--- config.mk ---
export PLATFORM = sky130hd
export DESIGN_NAME = xw_mul8
export DESIGN_NICKNAME = d
export VERILOG_FILES = /design/src/rtl/xw_mul8_pkg.sv /design/src/rtl/xw_sel_mul.sv /design/src/rtl/xw_col_sum.sv /design/src/rtl/xw_mul8.sv
export SDC_FILE = /design/constraint.sdc
export NUM_CORES = 1
export LEC_CHECK = 0
export CAP_MARGIN = 5
export CORE_UTILIZATION = 35
export DETAILED_ROUTE_END_ITERATION = 10
export PLACE_DENSITY = 0.57
export SYNTH_ARGS = -nofsm -noshare
export SYNTH_HDL_FRONTEND = slang
export SYNTH_SLANG_ARGS = --single-unit
--- constraint.sdc ---
create_clock -name vclk -period 14.48
set_input_delay 2.172 -clock vclk [all_inputs]
set_output_delay 2.172 -clock vclk [all_outputs]
set_load 0.02 [all_outputs]
--- src/rtl/xw_mul8_pkg.sv ---
package xw_mul8_pkg;
  localparam int OP_W    = 8;
  localparam int PROD_W  = 2 * OP_W;
  localparam int LO_W    = 3;
  localparam int MID_W   = 3;
  localparam int HI_W    = OP_W - LO_W - MID_W;
  localparam int DIG_W   = 3;
  localparam int NCOL    = 5;
  localparam int COL_W   = 7;
  localparam int TERM_W  = LO_W + MID_W;
  localparam int CARRY_W = COL_W - DIG_W;
  localparam int TOP_W   = PROD_W - (NCOL - 1) * DIG_W;

  // Operand viewed as three digits; the packed layout places the low digit at bit 0
  typedef struct packed {
    logic [HI_W-1:0]  hi;
    logic [MID_W-1:0] mid;
    logic [LO_W-1:0]  lo;
  } digits_t;

  // Digit kept in the product from a column sum
  function automatic logic [DIG_W-1:0] col_digit(input logic [COL_W-1:0] s);
    return s[DIG_W-1:0];
  endfunction

  // Carry passed to the next column, widened to a column sum
  function automatic logic [COL_W-1:0] col_carry(input logic [COL_W-1:0] s);
    logic [CARRY_W-1:0] c;
    c = s[COL_W-1:DIG_W];
    return COL_W'(c);
  endfunction
endpackage

--- src/rtl/xw_sel_mul.sv ---
module xw_sel_mul #(
  parameter int DW = 3,
  parameter int SW = 3
) (
  input  logic [DW-1:0]    data_i,
  input  logic [SW-1:0]    sel_i,
  output logic [DW+SW-1:0] prod_o
);
  localparam int PW   = DW + SW;
  localparam int NSEL = 1 << SW;

  logic [NSEL-1:0][PW-1:0] lines;

  // Line value for one select code: the data shifted by each set code bit, summed
  function automatic logic [PW-1:0] line_val(input logic [DW-1:0] d, input int code);
    logic [PW-1:0] acc;
    acc = '0;
    for (int i = 0; i < SW; i++) begin
      if (((code >> i) & 1) == 1) acc = acc + (PW'(d) << i);
    end
    return acc;
  endfunction

  for (genvar k = 0; k < NSEL; k++) begin : g_line
    assign lines[k] = line_val(data_i, k);
  end

  assign prod_o = lines[sel_i];
endmodule

--- src/rtl/xw_col_sum.sv ---
module xw_col_sum #(
  parameter int NT   = 2,
  parameter int TW   = 6,
  parameter int SUMW = 7
) (
  input  logic [NT-1:0][TW-1:0] terms_i,
  input  logic [SUMW-1:0]       cin_i,
  output logic [SUMW-1:0]       sum_o
);
  always_comb begin
    sum_o = cin_i;
    for (int t = 0; t < NT; t++) sum_o = sum_o + SUMW'(terms_i[t]);
  end
endmodule

--- src/rtl/xw_mul8.sv ---
module xw_mul8
  import xw_mul8_pkg::*;
(
  input  logic [OP_W-1:0]   mcand_i,
  input  logic [OP_W-1:0]   mplier_i,
  output logic [PROD_W-1:0] prod_o
);
  localparam int NSQ = 4;
  localparam int NRC = 4;
  localparam int SQ_W = LO_W + MID_W;
  localparam int RC_W = LO_W + HI_W;
  localparam int HH_W = 2 * HI_W;

  digits_t dx, dy;
  assign dx = digits_t'(mcand_i);
  assign dy = digits_t'(mplier_i);

  // 3x3 cells: 0 lo*lo, 1 mid(x)*lo(y), 2 lo(x)*mid(y), 3 mid*mid
  logic [NSQ-1:0][2:0]      sq_d, sq_s;
  logic [NSQ-1:0][SQ_W-1:0] sq_p;
  assign sq_d = {dx.mid, dx.lo, dx.mid, dx.lo};
  assign sq_s = {dy.mid, dy.mid, dy.lo, dy.lo};

  // 3x2 cells: 0 lo(y)*hi(x), 1 lo(x)*hi(y), 2 mid(y)*hi(x), 3 mid(x)*hi(y)
  logic [NRC-1:0][2:0]      rc_d;
  logic [NRC-1:0][HI_W-1:0] rc_s;
  logic [NRC-1:0][RC_W-1:0] rc_p;
  assign rc_d = {dx.mid, dy.mid, dx.lo, dy.lo};
  assign rc_s = {dy.hi, dx.hi, dy.hi, dx.hi};

  logic [HH_W-1:0] hh_p;

  for (genvar i = 0; i < NSQ; i++) begin : g_sq
    xw_sel_mul #(.DW(3), .SW(3)) u_cell (
      .data_i(sq_d[i]), .sel_i(sq_s[i]), .prod_o(sq_p[i])
    );
  end

  for (genvar i = 0; i < NRC; i++) begin : g_rc
    xw_sel_mul #(.DW(3), .SW(HI_W)) u_cell (
      .data_i(rc_d[i]), .sel_i(rc_s[i]), .prod_o(rc_p[i])
    );
  end

  xw_sel_mul #(.DW(HI_W), .SW(HI_W)) u_hh (
    .data_i(dx.hi), .sel_i(dy.hi), .prod_o(hh_p)
  );

  // Named column sums, brought out for the checker
  logic [COL_W-1:0] col1_sum, col2_sum, col3_sum, col4_sum, col5_sum;

  xw_col_sum #(.NT(1), .TW(TERM_W), .SUMW(COL_W)) u_col1 (
    .terms_i(sq_p[0]), .cin_i('0), .sum_o(col1_sum)
  );
  xw_col_sum #(.NT(2), .TW(TERM_W), .SUMW(COL_W)) u_col2 (
    .terms_i({sq_p[1], sq_p[2]}), .cin_i(col_carry(col1_sum)), .sum_o(col2_sum)
  );
  xw_col_sum #(.NT(3), .TW(TERM_W), .SUMW(COL_W)) u_col3 (
    .terms_i({TERM_W'(rc_p[0]), TERM_W'(rc_p[1]), sq_p[3]}),
    .cin_i(col_carry(col2_sum)), .sum_o(col3_sum)
  );
  xw_col_sum #(.NT(2), .TW(TERM_W), .SUMW(COL_W)) u_col4 (
    .terms_i({TERM_W'(rc_p[2]), TERM_W'(rc_p[3])}),
    .cin_i(col_carry(col3_sum)), .sum_o(col4_sum)
  );
  xw_col_sum #(.NT(1), .TW(TERM_W), .SUMW(COL_W)) u_col5 (
    .terms_i(TERM_W'(hh_p)), .cin_i(col_carry(col4_sum)), .sum_o(col5_sum)
  );

  assign prod_o = {col5_sum[TOP_W-1:0], col_digit(col4_sum), col_digit(col3_sum),
                   col_digit(col2_sum), col_digit(col1_sum)};
endmodule

# Word-level counts from Yosys, hierarchy flattened
# Cells that the tools add are included.
# W data, S select, Z words.
[word_totals]
ff_bits = 0
input_bits = 16
output_inout_bits = 16
[op_classes]
add_sub_neg = 21
order_cmp = 4
mux = 18
[op_table]
columns = ["op", "count"]
rows = [
  ["$bmux W6 S3", 4],
  ["$bmux W5 S2", 4],
  ["$add A3 B4 Y5", 6],
  ["$mux W6", 4],
  ["$add A7 B5 Y7", 3],
  ["$mux W5", 4],
  ["$add A4 B5 Y6", 3],
  ["$add A3 B5 Y6", 2],
  ["$add A5 B5 Y6", 2],
  ["$bmux W4 S2", 1],
  ["$lt A3 B4 Y1 const B", 2],
  ["$add A3 B6 Y7", 1],
  ["$add A4 B6 Y7", 1],
  ["$add A7 B6 Y7", 1],
  ["$lt A2 B3 Y1 const B", 2],
  ["$add A2 B3 Y4", 1],
  ["$add A4 B4 Y4", 1],
  ["$mux W4", 1],
]

# Depth between registers and ports, before layout
# Gate-level depths: netlist of run 1.
[logic_depth]
word_depth = 12
ltp_mapped = 35
depth_no_buf = 34

# Cells and area by module
# From an unflattened synthesis of run 1, not the netlist that was laid out.
[hier_totals]
cells_unflattened = 439
hier_area_um2 = 3875.0
[modules_own_cells]
columns = ["module", "instances", "cells_per_inst", "area_per_inst_um2", "seq_area_each_um2"]
rows = [
  ["xw_sel_mul (g_sq[1].u_cell ...)", 2, 39, 350.3, 0.0],
  ["xw_col_sum (u_col2 ...)", 2, 30, 325.3, 0.0],
  ["xw_sel_mul (g_rc[0].u_cell ...)", 4, 18, 145.1, 0.0],
  ["xw_col_sum (u_col3)", 1, 60, 533.0, 0.0],
  ["xw_sel_mul (g_sq[3].u_cell)", 1, 41, 364.1, 0.0],
  ["xw_sel_mul (g_sq[0].u_cell)", 1, 39, 352.8, 0.0],
  ["xw_col_sum (u_col1)", 1, 38, 302.8, 0.0],
  ["xw_col_sum (u_col5)", 1, 38, 296.5, 0.0],
  ["xw_sel_mul (u_hh)", 1, 12, 90.1, 0.0],
  ["xw_mul8", 1, 1, 3.8, 0.0],
]

# Worst setup path after synthesis of run 1
# OpenSTA, ideal clock, no wires.
[synth_path]
kind = "in2out"
startpoint = "input port mcand_i[5]"
endpoint = "output port prod_o[15]"
arrival_time_ns = 9.497
slack_ns = 2.811
cell_stages = 32
path_cell_list = "buf_4 -> clkinv_1 -> fa_1 -> ha_1 -> inv_1 -> fa_1 -> inv_1 -> mux4_2 -> nand2_1 -> o21ai_1 -> ha_1 -> ha_1 -> a21oi_1 -> xnor2_1 -> fa_1 -> ha_1 -> fa_1 -> xor2_1 -> ha_1 -> fa_1 -> a21o_1 -> a21oi_1 -> xnor2_1 -> ha_1 -> o21a_1 -> o31a_1 -> a21oi_1 -> ha_1 -> a21o_1 -> a21oi_1 -> xor2_1 -> xnor2_1"
[synth_between]
elab_chain_len = 11
[synth_lines]
columns = ["element", "line_no", "rtl"]
rows = [
  ["from (decl)", "xw_mul8.sv:4", "input logic [OP_W-1:0] mcand_i,"],
  ["$add A3 B4 Y5", "xw_sel_mul.sv:19", "if (((code >> i) & 1) == 1) acc = acc + (PW'(d) << i);"],
  ["$add A5 B5 Y6", "xw_sel_mul.sv:19", ""],
  ["$bmux W6 S3", "xw_sel_mul.sv:28", "assign prod_o = lines[sel_i];"],
  ["$mux W6 (not written as such)", "xw_sel_mul.sv:28", ""],
  ["$add A7 B6 Y7", "xw_col_sum.sv:12", "for (int t = 0; t < NT; t++) sum_o = sum_o + SUMW'(terms_i[t]);"],
  ["$add A4 B6 Y7", "xw_col_sum.sv:12", ""],
  ["$add A7 B5 Y7 (2 in a row)", "xw_col_sum.sv:12", ""],
  ["$add A4 B5 Y6 *", "xw_col_sum.sv:12", ""],
  ["$add A7 B5 Y7 *", "xw_col_sum.sv:12", ""],
  ["$add A4 B4 Y4 *", "xw_col_sum.sv:12", ""],
  ["to (decl)", "xw_mul8.sv:6", "output logic [PROD_W-1:0] prod_o"],
]
# Every way passes the cells marked *; elsewhere a longest branch is shown, timed or not. The select of a mux whose other input is x is not followed.

# Worst setup path in the final report of run 1
# Ends and elaborated chain as after synthesis.

==> impl_metrics.yaml, run 1 <==
status:
  status: "completed"
die:
  initial_core_util_pct: 36.1
  die_h_um: 93.9
  fp-row-count: 33
  coreArea_um2: 8180
  io_pins: 32
  dieWidth_um: 93.9
  dieArea_um2: 8820
clock_network:
  ctsResizeCount: 0
  hold_buffers: 0
  postCtsSetupRepairBufs: 0
global_route:
  grt_pass1_wl_mm: 12.4
  overflow: 0
  grt_max_degree: 34
  grt_antenna_before_repair: 0
  grt_pass1_vias: 2444
  track_usage_pct: 17.4
critical_path:
  path_class: "primary input to output pin"
  crit_fanout: 11
  max_stage_delay_ps: 760
  arrival_ps: 11270
  critPathRequiredTime_ps: 12310
  cp_slowest_cell: "fa_1"
  crit_top_cell: "ha_1"
  cp-end-kind: "output pin"
  critPathLaunchType: "primary input"
routing:
  drt_iter0_markers: 147
  drc: 0
  drt-total-wl_mm: 7.41
  drt-vias-per-instance: 5.40
  wl_per_cell_um: 15.7
  ant_nets: 0
  firstDrtPassIters: 4
  vias: 2552
synth:
  yosysUniqueCellTypes: 51
  yosysWarnings: 0
  synth-seq-area-share_pct: 0
  syn_area_um2: 2960
  synthesis.nets: 439
  synth_cells: 353
  synth_area_per_cell_um2: 8.37
power:
  power.density_nw_per_um2: 133
  p_leak_nw: 1.46
  peakVddDrop_mv: 0.0683
finish:
  nClkBuffers: 0
  layout_commonest_cell: "ha_1"
  multi_input_area_um2: 2680
  fin_nets: 456
  drive_above_1_share_pct: 6.52
  ff_latch_area_um2: 0
  num_antenna_cells: 0
  area_growth_pct: 10.9
  mostFrequentLayoutCells: "ha_1, nand2_1, clkdlybuf4s50_1, inv_1, fa_1"
  fillerInstances: 841
  seq_cells: 0
place:
  dp.final_hpwl_mm: 5.72
  gp_congestion: 0.878
  dp_slack_ps: 1030
  io_buffer_count: 32
sta:
  clock.fmax_mhz: 74.4
  fin_hold_ws_ps: 5690
  finalCritPeriodShare_pct: 92.9
  fin_setup_tns_ps: 0
  drv_slew: 0
  finalWorstSetupSlack_ps: 1030
  rsz0062_at_grt: "no"
  finalSetupViolations: 0
  final_hold_viol_count: 0
  period_minus_slack_ps: 13450
  relSlewSlack_pct: 31.5
  max_slew.worst_pin.slew_ps: 1030
hold_path:
  min_path_type: "primary input to output pin"
flow_run:
  cap_violations: 0
## report_power, final
| part | internal [mW] | total, mW | switching, mW | leakage (nW) |
|---|---|---|---|---|
| Clock | 0 | 0 | 0 | 0 |
| Sequential | 0 | 0 | 0 | 0 |
| Combinational | 0.207 | 0.435 | 0.228 | 1.46 |
| Total | 0.207 | 0.435 | 0.228 | 1.46 |
## worst max-delay path: cells and delay by family
kind | cells | cell delay, ps
muxes | 1 | 450
adders and majority gates | 12 | 4540
and+or+nand+nor | 1 | 80
xor gates and xnor gates | 5 | 750
buffers and inverters | 5 | 1850
AOI/OAI and AO/OA | 9 | 1430
## cell families (layout without fill, tap and decap cells)
logic type               count (synthesis)  in the layout  share of synthesized area (%)
buffers and inverters                   51             66                           9.19
multiplexers                            20             20                           10.3
AND/OR/NAND/NOR                         93             93                           15.5
XOR/XNOR                                26             26                           7.71
AO/OA/AOI/OAI                           93             93                           21.8
adder cells (fa/ha/maj)                 70             70                           35.5
## synth_stat cells, types with 2 or more instances
library cell / count / area share, %
ha_1: 47 / 20
nand2_1: 34 / 4.3
inv_1: 29 / 3.7
fa_1: 23 / 16
a21oi_1: 22 / 3.7
xnor2_1: 19 / 5.6
nor2_1: 18 / 2.3
o21ai_0: 15 / 2.5
nor2b_1: 13 / 2.8
and2_1: 9 / 1.9
a21o_1: 8 / 2.0
a22o_1: 8 / 2.4
mux2_2: 8 / 3.0
xor2_1: 7 / 2.1
buf_2: 6 / 1.0
nand3_1: 6 / 1.0
buf_4: 5 / 1.3
buf_6: 5 / 1.9
mux2i_1: 5 / 1.7
mux4_2: 5 / 3.8
a211oi_1: 4 / 1.0
and3_1: 4 / 0.85
clkbuf_1: 4 / 0.51
o21ai_1: 4 / 0.68
a21boi_0: 3 / 0.76
a31oi_1: 3 / 0.64
a32o_1: 3 / 1.0
nand3b_1: 3 / 0.76
o211ai_1: 3 / 0.76
a211oi_2: 2 / 0.85
a221oi_1: 2 / 0.59
a22oi_1: 2 / 0.51
mux4_1: 2 / 1.8
nand2b_1: 2 / 0.42
nor3b_1: 2 / 0.51
o22ai_1: 2 / 0.42
o31ai_1: 2 / 0.51
## cell type report
cell class,count,area share [%]
multi-input cells,302,81.9
repair buffers,36,10.7
well taps,105,4.01
inverters,30,3.44
## layer usage
| metal | vias to the layer above | part of all wire [%] | global-route usage (%) |
|---|---|---|---|
| met3 | 0 | 3.0 | 0.162 |
| li1 | 1281 | - | - |
| met4 | 0 | 0 | 0.513 |
| met1 | 1228 | 51 | 26.5 |
| met2 | 43 | 46 | 28.9 |
| met5 | - | 0 | 0 |
## final timing paths
kind                        start         end  slack [ps]  cells past startpoint
worst min-delay path  mplier_i[0]   prod_o[0]        5690                      4
worst max-delay path   mcand_i[5]  prod_o[15]        1030                     33
## metrics by stage
step	util, %	cell area, um2	cells	power (mW)
2_1_floorplan	-	2960	353	0.304
3_3_place_gp	40.1	3280	473	0.436
3_5_place_dp	40.1	3280	473	0.439
4_1_cts	40.1	3280	473	0.442
5_1_grt	40.1	3280	473	0.487
6_report	40.1	3280	473	0.435
Power figures use the tool's default switching activity.
==> inputs of run 2 (changes only) <==
==> constraint.sdc (replaced) <==
create_clock -name vclk -period 16.31
set_input_delay 2.4465 -clock vclk [all_inputs]
set_output_delay 2.4465 -clock vclk [all_outputs]
set_load 0.02 [all_outputs]
==> impl_metrics.yaml, run 2 (same netlist as run 1, synthesis figures left out) <==
status:
  status: "completed"
critical_path:
  crit_fanout: 11
  arrival_ps: 11640
  cp_slowest_cell: "fa_1"
  crit_top_cell: "ha_1"
  cp-end-kind: "output pin"
  critPathLaunchType: "primary input"
  critPathRequiredTime_ps: 13860
  max_stage_delay_ps: 760
  path_class: "primary input to output pin"
die:
  coreArea_um2: 8180
  io_pins: 32
  initial_core_util_pct: 36.1
  die_h_um: 93.9
  fp-row-count: 33
  dieWidth_um: 93.9
  dieArea_um2: 8820
sta:
  max_slew.worst_pin.slew_ps: 1010
  fin_setup_tns_ps: 0
  fin_hold_ws_ps: 6230
  clock.fmax_mhz: 71.0
  finalWorstSetupSlack_ps: 2220
  finalSetupViolations: 0
  finalCritPeriodShare_pct: 86.4
  rsz0062_at_grt: "no"
  relSlewSlack_pct: 32.5
  period_minus_slack_ps: 14090
  drv_slew: 0
  final_hold_viol_count: 0
place:
  placed_area_um2: 3270
  dp.final_hpwl_mm: 5.63
  gp_congestion: 0.879
  dp_slack_ps: 2260
  io_buffer_count: 32
finish:
  drive_above_1_share_pct: 6.27
  nClkBuffers: 0
  seq_cells: 0
  mostFrequentLayoutCells: "ha_1, nand2_1, clkdlybuf4s50_1, inv_1, fa_1"
  num_antenna_cells: 0
  final_area_um2: 3270
  final_util_pct: 40.0
  ff_latch_area_um2: 0
  area_growth_pct: 10.7
  fin_nets: 455
  layout_commonest_cell: "ha_1"
global_route:
  grt_pass1_wl_mm: 12.3
  track_usage_pct: 17.2
  overflow: 0
  grt_pass1_vias: 2428
  grt_antenna_before_repair: 0
  grt_max_degree: 34
power:
  peakVddDrop_mv: 0.0826
  p_leak_nw: 1.45
  power.density_nw_per_um2: 118
hold_path:
  min_from: "mplier_i[0]"
  min_to: "prod_o[0]"
  min_path_type: "primary input to output pin"
  holdPathStages: 4
routing:
  drt-vias-per-instance: 5.38
  drt_iter0_markers: 99
  firstDrtPassIters: 4
  vias: 2539
  wl_per_cell_um: 15.4
  drc: 0
  drt-total-wl_mm: 7.28
  ant_nets: 0
clock_network:
  hold_buffers: 0
  ctsResizeCount: 0
  postCtsSetupRepairBufs: 0
flow_run:
  cap_violations: 0
[run 2: metrics by stage]
stage	total power [mW]	instances
after global routing	0.435	472
after detailed placement	0.390	472
after CTS	0.393	472
final	0.388	472
after floorplan	0.270	353
after global placement	0.387	472
[run 2: area by class of cell]
class / count / area (um2)
fill: 836 / 4900
inverter: 30 / 113
multi-input combinational: 302 / 2680
tap: 105 / 131
timing repair buffer: 35 / 343
[run 2: worst max-delay path, delay by kind of cell]
kind,cells,cell delay [ps]
AOI/OAI and AO/OA,9,1470
xor gates and xnor gates,5,770
adders and majority gates,12,4530
buffers and inverters,5,1880
muxes,1,450
and+or+nand+nor,1,80
[run 2: power breakdown]
part / leakage (nW) / total (mW) / internal, mW / switching [mW]
logic: 1.45 / 0.388 / 0.184 / 0.204
clock network: 0 / 0 / 0 / 0
registers: 0 / 0 / 0 / 0
[run 2: routing by layer]
layer | track usage (%) | share of wire (%)
met2 | 28.5 | 46
met3 | 0.243 | 2.9
met4 | 0.128 | 0
met1 | 26.4 | 51
met5 | 0 | 0
[run 2: worst max path at each step]
stage	endpoint	cells past startpoint	from
finish	prod_o[15]	33	mcand_i[5]
global route	prod_o[15]	33	mcand_i[5]
CTS	prod_o[15]	33	mcand_i[5]
detailed placement	prod_o[15]	33	mcand_i[5]
global placement	prod_o[15]	33	mcand_i[5]
floorplan	prod_o[15]	32	mcand_i[5]
